File: src/rtl/trig_pp_pkg.sv
`timescale 1ns/1ps
package trig_pp_pkg;
  localparam int unsigned CNT_W    = 32;
  localparam int unsigned DATA_W   = 16;
  localparam int unsigned NUM_CH   = 2;
  localparam int unsigned PIPE_LAT = 4;
endpackage

File: src/rtl/trig_holdoff_gate.sv
`timescale 1ns/1ps
module trig_holdoff_gate #(
  parameter int unsigned CNT_W = trig_pp_pkg::CNT_W
) (
  input  logic             clk_i,
  input  logic             rst_ni,
  input  logic             trig_raw_i,
  input  logic [CNT_W-1:0] holdoff_i,
  input  logic             stream_en_i,
  input  logic             status_clr_i,
  output logic             acc_o,
  output logic             triggered_o
);
  logic             raw_q;
  logic [CNT_W-1:0] ho_cnt;
  logic             stream_lat;
  logic             accept;
  logic             acc_q;
  logic             status_q;

  assign accept = raw_q && (ho_cnt == '0) && !stream_lat;

  always_ff @(posedge clk_i or negedge rst_ni) begin
    if (!rst_ni) begin
      raw_q      <= 1'b0;
      ho_cnt     <= '0;
      stream_lat <= 1'b0;
      acc_q      <= 1'b0;
      status_q   <= 1'b0;
    end else begin
      raw_q <= trig_raw_i;
      acc_q <= accept;
      if (accept)             ho_cnt <= holdoff_i;
      else if (ho_cnt != '0)  ho_cnt <= ho_cnt - 1'b1;
      if (!stream_en_i)       stream_lat <= 1'b0;
      else if (accept)        stream_lat <= 1'b1;
      // set has priority over a coincident clear
      if (accept)             status_q <= 1'b1;
      else if (status_clr_i)  status_q <= 1'b0;
    end
  end

  assign acc_o       = acc_q;
  assign triggered_o = status_q;

  AST_HOLDOFF_BLOCK: assert property (@(posedge clk_i) disable iff (!rst_ni)
    (ho_cnt != '0) |=> !acc_q);
  AST_HOLDOFF_LOAD: assert property (@(posedge clk_i) disable iff (!rst_ni)
    $rose(acc_q) |-> (ho_cnt == $past(holdoff_i)));
  AST_STICKY_SET: assert property (@(posedge clk_i) disable iff (!rst_ni)
    acc_q |-> status_q);
  AST_STREAM_BLOCK: assert property (@(posedge clk_i) disable iff (!rst_ni)
    (stream_lat && stream_en_i) |=> !acc_q);
endmodule

File: src/rtl/trig_delay_unit.sv
`timescale 1ns/1ps
module trig_delay_unit #(
  parameter int unsigned CNT_W = trig_pp_pkg::CNT_W
) (
  input  logic             clk_i,
  input  logic             rst_ni,
  input  logic             acc_i,
  input  logic [CNT_W-1:0] delay_i,
  input  logic             smp_vld_i,
  output logic             fire_o,
  output logic             trig_out_o
);
  logic             active;
  logic [CNT_W-1:0] cnt;
  logic             fire;
  logic             trig_q;

  assign fire = active && smp_vld_i && (cnt == '0);

  always_ff @(posedge clk_i or negedge rst_ni) begin
    if (!rst_ni) begin
      active <= 1'b0;
      cnt    <= '0;
      trig_q <= 1'b0;
    end else begin
      trig_q <= fire;
      if (acc_i) begin
        active <= 1'b1;
        cnt    <= delay_i;
      end else if (active && smp_vld_i) begin
        if (cnt == '0) active <= 1'b0;
        else           cnt    <= cnt - 1'b1;
      end
    end
  end

  assign fire_o     = fire;
  assign trig_out_o = trig_q;

  AST_OUT_ON_SAMPLE: assert property (@(posedge clk_i) disable iff (!rst_ni)
    trig_out_o |-> $past(smp_vld_i));
  AST_ZERO_DELAY: assert property (@(posedge clk_i) disable iff (!rst_ni)
    (acc_i && (delay_i == '0)) ##1 smp_vld_i |=> trig_out_o);
endmodule

File: src/rtl/trig_data_embed.sv
`timescale 1ns/1ps
module trig_data_embed #(
  parameter int unsigned DATA_W   = trig_pp_pkg::DATA_W,
  parameter int unsigned NUM_CH   = trig_pp_pkg::NUM_CH,
  parameter int unsigned PIPE_LAT = trig_pp_pkg::PIPE_LAT
) (
  input  logic                           clk_i,
  input  logic                           rst_ni,
  input  logic [NUM_CH-1:0][DATA_W-1:0]  data_i,
  input  logic [NUM_CH-1:0]              vld_i,
  input  logic                           fire_i,
  input  logic                           embed_en_i,
  output logic [NUM_CH-1:0][DATA_W-1:0]  data_o,
  output logic [NUM_CH-1:0]              vld_o,
  output logic                           smp_vld_o
);
  localparam int unsigned MID = PIPE_LAT - 1;

  logic [NUM_CH-1:0] tap;

  for (genvar c = 0; c < NUM_CH; c++) begin : g_ch
    logic [DATA_W-1:0] d_q [MID];
    logic [MID-1:0]    v_q;
    logic [DATA_W-1:0] out_q;
    logic              vout_q;

    always_ff @(posedge clk_i or negedge rst_ni) begin
      if (!rst_ni) begin
        for (int s = 0; s < int'(MID); s++) d_q[s] <= '0;
        v_q    <= '0;
        out_q  <= '0;
        vout_q <= 1'b0;
      end else begin
        d_q[0] <= data_i[c];
        v_q[0] <= vld_i[c];
        for (int s = 1; s < int'(MID); s++) begin
          d_q[s] <= d_q[s-1];
          v_q[s] <= v_q[s-1];
        end
        out_q  <= embed_en_i ? {fire_i, d_q[MID-1][DATA_W-2:0]} : d_q[MID-1];
        vout_q <= v_q[MID-1];
      end
    end

    assign tap[c]    = v_q[MID-1];
    assign data_o[c] = out_q;
    assign vld_o[c]  = vout_q;
  end

  assign smp_vld_o = tap[0];
endmodule

File: src/rtl/trig_post_proc.sv
`timescale 1ns/1ps
module trig_post_proc #(
  parameter int unsigned CNT_W    = trig_pp_pkg::CNT_W,
  parameter int unsigned DATA_W   = trig_pp_pkg::DATA_W,
  parameter int unsigned PIPE_LAT = trig_pp_pkg::PIPE_LAT
) (
  input  logic              clk_i,
  input  logic              rst_ni,
  input  logic              trig_raw_i,
  input  logic [DATA_W-1:0] data_a_i,
  input  logic [DATA_W-1:0] data_b_i,
  input  logic              valid_a_i,
  input  logic              valid_b_i,
  input  logic [CNT_W-1:0]  holdoff_i,
  input  logic [CNT_W-1:0]  delay_i,
  input  logic              stream_en_i,
  input  logic              embed_en_i,
  input  logic              status_clr_i,
  output logic              trig_fast_o,
  output logic              trig_out_o,
  output logic              triggered_o,
  output logic [DATA_W-1:0] data_a_o,
  output logic [DATA_W-1:0] data_b_o,
  output logic              valid_a_o,
  output logic              valid_b_o
);
  localparam int unsigned NCH = 2;

  logic                          acc;
  logic                          fire;
  logic                          smp_vld;
  logic [NCH-1:0][DATA_W-1:0]    d_in;
  logic [NCH-1:0][DATA_W-1:0]    d_out;
  logic [NCH-1:0]                v_in;
  logic [NCH-1:0]                v_out;

  assign d_in = {data_b_i, data_a_i};
  assign v_in = {valid_b_i, valid_a_i};

  trig_holdoff_gate #(.CNT_W(CNT_W)) u_gate (
    .clk_i        (clk_i),
    .rst_ni       (rst_ni),
    .trig_raw_i   (trig_raw_i),
    .holdoff_i    (holdoff_i),
    .stream_en_i  (stream_en_i),
    .status_clr_i (status_clr_i),
    .acc_o        (acc),
    .triggered_o  (triggered_o)
  );

  trig_delay_unit #(.CNT_W(CNT_W)) u_delay (
    .clk_i      (clk_i),
    .rst_ni     (rst_ni),
    .acc_i      (acc),
    .delay_i    (delay_i),
    .smp_vld_i  (smp_vld),
    .fire_o     (fire),
    .trig_out_o (trig_out_o)
  );

  trig_data_embed #(.DATA_W(DATA_W), .NUM_CH(NCH), .PIPE_LAT(PIPE_LAT)) u_embed (
    .clk_i      (clk_i),
    .rst_ni     (rst_ni),
    .data_i     (d_in),
    .vld_i      (v_in),
    .fire_i     (fire),
    .embed_en_i (embed_en_i),
    .data_o     (d_out),
    .vld_o      (v_out),
    .smp_vld_o  (smp_vld)
  );

  assign trig_fast_o = acc;
  assign data_a_o    = d_out[0];
  assign data_b_o    = d_out[1];
  assign valid_a_o   = v_out[0];
  assign valid_b_o   = v_out[1];

  AST_EMBED_MSB: assert property (@(posedge clk_i) disable iff (!rst_ni)
    $past(embed_en_i) |-> (data_a_o[DATA_W-1] == trig_out_o) && (data_b_o[DATA_W-1] == trig_out_o));
endmodule

File: config.mk
export PLATFORM = sky130hd
export DESIGN_NAME = trig_post_proc
export DESIGN_NICKNAME = d
export VERILOG_FILES = /design/src/rtl/trig_pp_pkg.sv /design/src/rtl/trig_holdoff_gate.sv /design/src/rtl/trig_delay_unit.sv /design/src/rtl/trig_data_embed.sv /design/src/rtl/trig_post_proc.sv
export SDC_FILE = /design/constraint.sdc
export NUM_CORES = 1
export LEC_CHECK = 0
export BUFFER_PORTS_ARGS = -buffer_cell sky130_fd_sc_hd__buf_2
export CORE_AREA = 8 8 127 129
export CTS_CLUSTER_SIZE = 20
export DETAILED_ROUTE_END_ITERATION = 8
export DIE_AREA = 0 0 135 137
export PLACE_DENSITY = 0.85
export SLEW_MARGIN = 20
export SYNTH_ARGS = -nofsm -noshare
export SYNTH_HDL_FRONTEND = slang
export SYNTH_SLANG_ARGS = --single-unit
File: constraint.sdc
create_clock -name clk_i -period 4.9 [get_ports clk_i]
set_clock_uncertainty 0.05 [all_clocks]
set_input_delay 0.245 -clock clk_i [delete_from_list [all_inputs] [get_ports clk_i]]
set_output_delay 0.245 -clock clk_i [all_outputs]
set_load 0.005 [all_outputs]
==> results.py <==
metrics = {
    "timing": {
        "fmax_ghz": 0.3441,
        "hold_viol": 0,
        "layout_min_cycle_time_ps": 2906,
        "whs_ps": 24.68,
        "tns_ps": 0,
        "rsz0062_at_grt": "false",
        "setup_viol": 0,
        "slew_headroom_pct": 34.13,
        "slew_viol_final": 0,
        "worstMarginPinSlew_ps": 979.0,
        "final.period_utilization_pct": 59.30,
    },
    "finish": {
        "fill_cells": 935,
        "syn_to_final_growth_pct": 30.76,
        "fin_nets": 938,
        "drive_above_1_share_pct": 23.55,
        "diodes": 0,
    },
    "logic_synthesis": {
        "synthesis.area_sq_um": 7606,
        "async_flop_share_pct": 100.0,
        "synth.area.top_cells": "dfrtp_1 68%, nand2_1 2.9%, nor2_1 1.9%",
        "synth_edf_count": 0,
        "syn_inst": 610,
        "syn_avg_cell_area_sq_um": 12.47,
        "yosysSeqAreaShare_pct": 67.77,
        "syn-num-nets": 716,
        "synth_top_cell_area_share_pct": 67.77,
        "synth_area_leader_cell": "dfrtp_1",
        "synth-main-ff-cell": "dfrtp_1",
        "ys_seq_elements": 206,
        "yosysWarningCount": 0,
        "synth.distinct_cells": 65,
    },
    "cts": {
        "cts_tree": "built",
        "worstSkewPairLatency_ps": 480,
        "cts_buffers": 21,
        "cts.sinks": 206,
        "cts_htree_levels": 1,
        "clock_path_buffers": 3,
        "cts-root-buf": "clkbuf_16",
        "cts.reportedPaths.clkPinSlew_ps": 60,
    },
    "status": {
        "status": "completed",
    },
    "placement": {
        "dpl.hpwl_um": 10820,
        "port_buffers": 140,
        "gp_congestion": 0.8954,
    },
    "power_and_ir_drop": {
        "p_total_uw": 3509,
        "ir_drop_mv": 0.3166,
        "leakage_uw": 0.004360,
        "powerDensity_nw_per_um2": 352.8,
    },
    "detailed_routing": {
        "totalWireLength_um": 17530,
        "drcViolationCount": 0,
        "vias_per_cell": 5.521,
        "drt_first_iter_violations": 466,
        "drtAntennaViolNets": 0,
        "routedWlPerCell_um": 17.03,
        "first_pass_iters": 5,
        "num_vias": 5681,
    },
    "floorplanning": {
        "initial_core_util_pct": 53.55,
        "die_height_um": 137,
        "rows": 44,
        "dieArea_sq_um": 18500,
        "core_area_sq_um": 14200,
        "die_x_um": 135,
        "ios": 141,
    },
    "worst_setup_path": {
        "cp-end-kind": "register",
        "required_ps": 5210,
        "cp.arrival_ps": 3220,
        "cp_num_buf_inv": 1,
        "critPathKind": "reg -> reg",
        "slowest_stage": "nor3_2",
        "critPathTopFamily": "simple AND/OR/NAND/NOR gates",
        "max_stage_delay_ps": 680,
        "cp-start-kind": "register",
        "cp_cell_sequence": "nor4_1 -> nand4_1 -> nor3_2 -> buf_4 -> nor3_1 -> o31a_1",
        "r2r_slack_ps": 1990,
        "critPathMaxFanout": 19,
    },
    "global_routing": {
        "antenna_found_initial": 0,
        "grt_pass1_vias": 5810,
        "grt_pass1_wl_um": 29080,
        "grtUsageTotal_pct": 19.26,
        "grt_overflow": 0,
        "grt_max_degree": 105,
    },
    "run": {
        "drv_cap": 0,
    },
    "hold_path": {
        "hp-class": "in -> reg",
    },
}
[kinds of logic (layout without fill, tap and decap cells)]
logic type      count (synthesis)  after routing  share of synthesized area (%)
buf+inv                        37            272                          2.155
flops                         206            206                          67.77
simple gates                  223            223                          15.76
mux                             9              9                          1.267
xor+xnor                       15             15                          1.727
fa+ha+maj                       2              2                         0.3289
compound gates                118            118                          10.99
[registers in the layout, indices dropped and copies added, names as in the netlist]
register             cells
u_embed.g_ch.vout_q      2
u_gate.acc_o             1
u_gate.raw_q             1
u_delay.cnt             32
u_delay.trig_out_o       1
u_gate.stream_lat        1
u_gate.ho_cnt           32
u_delay.active           1
u_gate.triggered_o       1
u_embed.g_ch.out_q      32
u_embed.g_ch.v_q         6
u_embed.g_ch.d_q        96
[area by class of cell]
type	count	area [sq um]	area share, %
multi-input combinational	367	2287	23.00
clock inverter	10	106.4	1.069
clock buffer	26	584.3	5.875
timing repair buffer	222	1530	15.39
sequential	206	5155	51.83
tap	184	230.2	2.315
inverter	14	52.55	0.5284
[synth_stat cells, types with 3 or more instances]
cell and n:
nor4_1 8, a31oi_1 11, a21oi_1 20, nand2b_1 4
a21o_1 5, or3_1 7, nand4b_1 5, or4_1 12
o21ai_0 26, nand4_1 11, o211ai_1 3, a2bb2oi_1 3
dfrtp_1 206, o31a_1 4, a211o_1 5, o41ai_1 4
xor2_1 5, nor2b_1 5, nand3_1 23, inv_1 14
nor2_1 39, a2111oi_0 4, a41o_1 4, a211oi_1 4
nand2_1 59, buf_4 4, clkbuf_1 16, and3_1 7
o311ai_0 4, mux2i_1 4, mux2_2 5, xnor2_1 10
o31ai_1 5, nor3_1 23
[through the flow]
step                util (%)  instance area (sq um)  worst slack (ps)  cells
floorplan                  -                   7606              2633    610
global placement       59.73                   8484              2139    916
detailed placement     59.73                   8484              2025    916
CTS                    70.02                   9946              1988   1029
global route           70.02                   9946              1723   1029
finish                 70.02                   9946              1994   1029
[worst reg2reg max path, delay by kind of cell, from the launching register on]
family                 cells  cell delay, ps
and+or+nand+nor            4            1650
DFF                        1             450
buffers and inverters      1             370
AOI/OAI and AO/OA          1             280
[where the power goes]
part	switching [uW]	leakage, uW	internal, uW
clock	619	0.000345	950
sequential	21.5	0.00235	1760
combinational	71.5	0.00166	85.9
total	712	0.00436	2800
[metal layers]
| layer | share of wire (%) | wire length [um] | vias to the layer above | track usage [%] |
|---|---|---|---|---|
| met4 | 1.6 | 276 | 0 | 5.059 |
| met1 | 40 | 7045 | 2769 | 23.93 |
| met5 | 0 | 0 | - | 0 |
| li1 | - | - | 2648 | - |
| met2 | 50 | 8838 | 240 | 33.18 |
| met3 | 7.8 | 1365 | 24 | 4.589 |
[cell usage in the layout (no fill, tap or decap), drive strengths merged, types with 4 or more instances in the layout]
master and instances:
a41o 4, nor2b 5, o31ai 5, mux2 5, and3 7, o311ai 6, nand4 11, nor2 39
mux2i 4, o21ai 26, nand4b 5, inv 14, xnor2 10, clkbuf 27, a211o 5, or4 13
dfrtp 206, o31a 4, dlygate4sd3 77, nand2 59, xor2 5, o41ai 4, a2111oi 5, nor4 11
nand2b 4, buf 144, nor3 25, a211oi 4, a31oi 11, a21oi 20, clkinv 7, nand3 24
a21o 5, or3 8
[path summary, 6_finish.rpt]
check                                              from                 endpoint  depth (start not counted)
worst max-delay path                   u_gate.ho_cnt[9]        u_gate.ho_cnt[17]                          6
worst min-delay path                         delay_i[0]           u_delay.cnt[0]                          3
worst max register to register         u_gate.ho_cnt[9]        u_gate.ho_cnt[17]                          6
worst min register to register  u_embed.g_ch[0].d_q[36]  u_embed.g_ch[0].d_q[20]                          0
max in group asynchronous                        rst_ni          u_delay.cnt[17]                          3
min in group asynchronous                        rst_ni   u_embed.g_ch[1].d_q[3]                          2
[what timing repair did]
| item | in CTS | in global routing |
|---|---|---|
| hold buffers | 77 | 0 |
| buffers inserted | 0 | 0 |
| endpoints found under the hold margin | 180 | 0 |
| resized for setup | 0 | 0 |
Note: power is estimated with default switching activity, not from simulation.
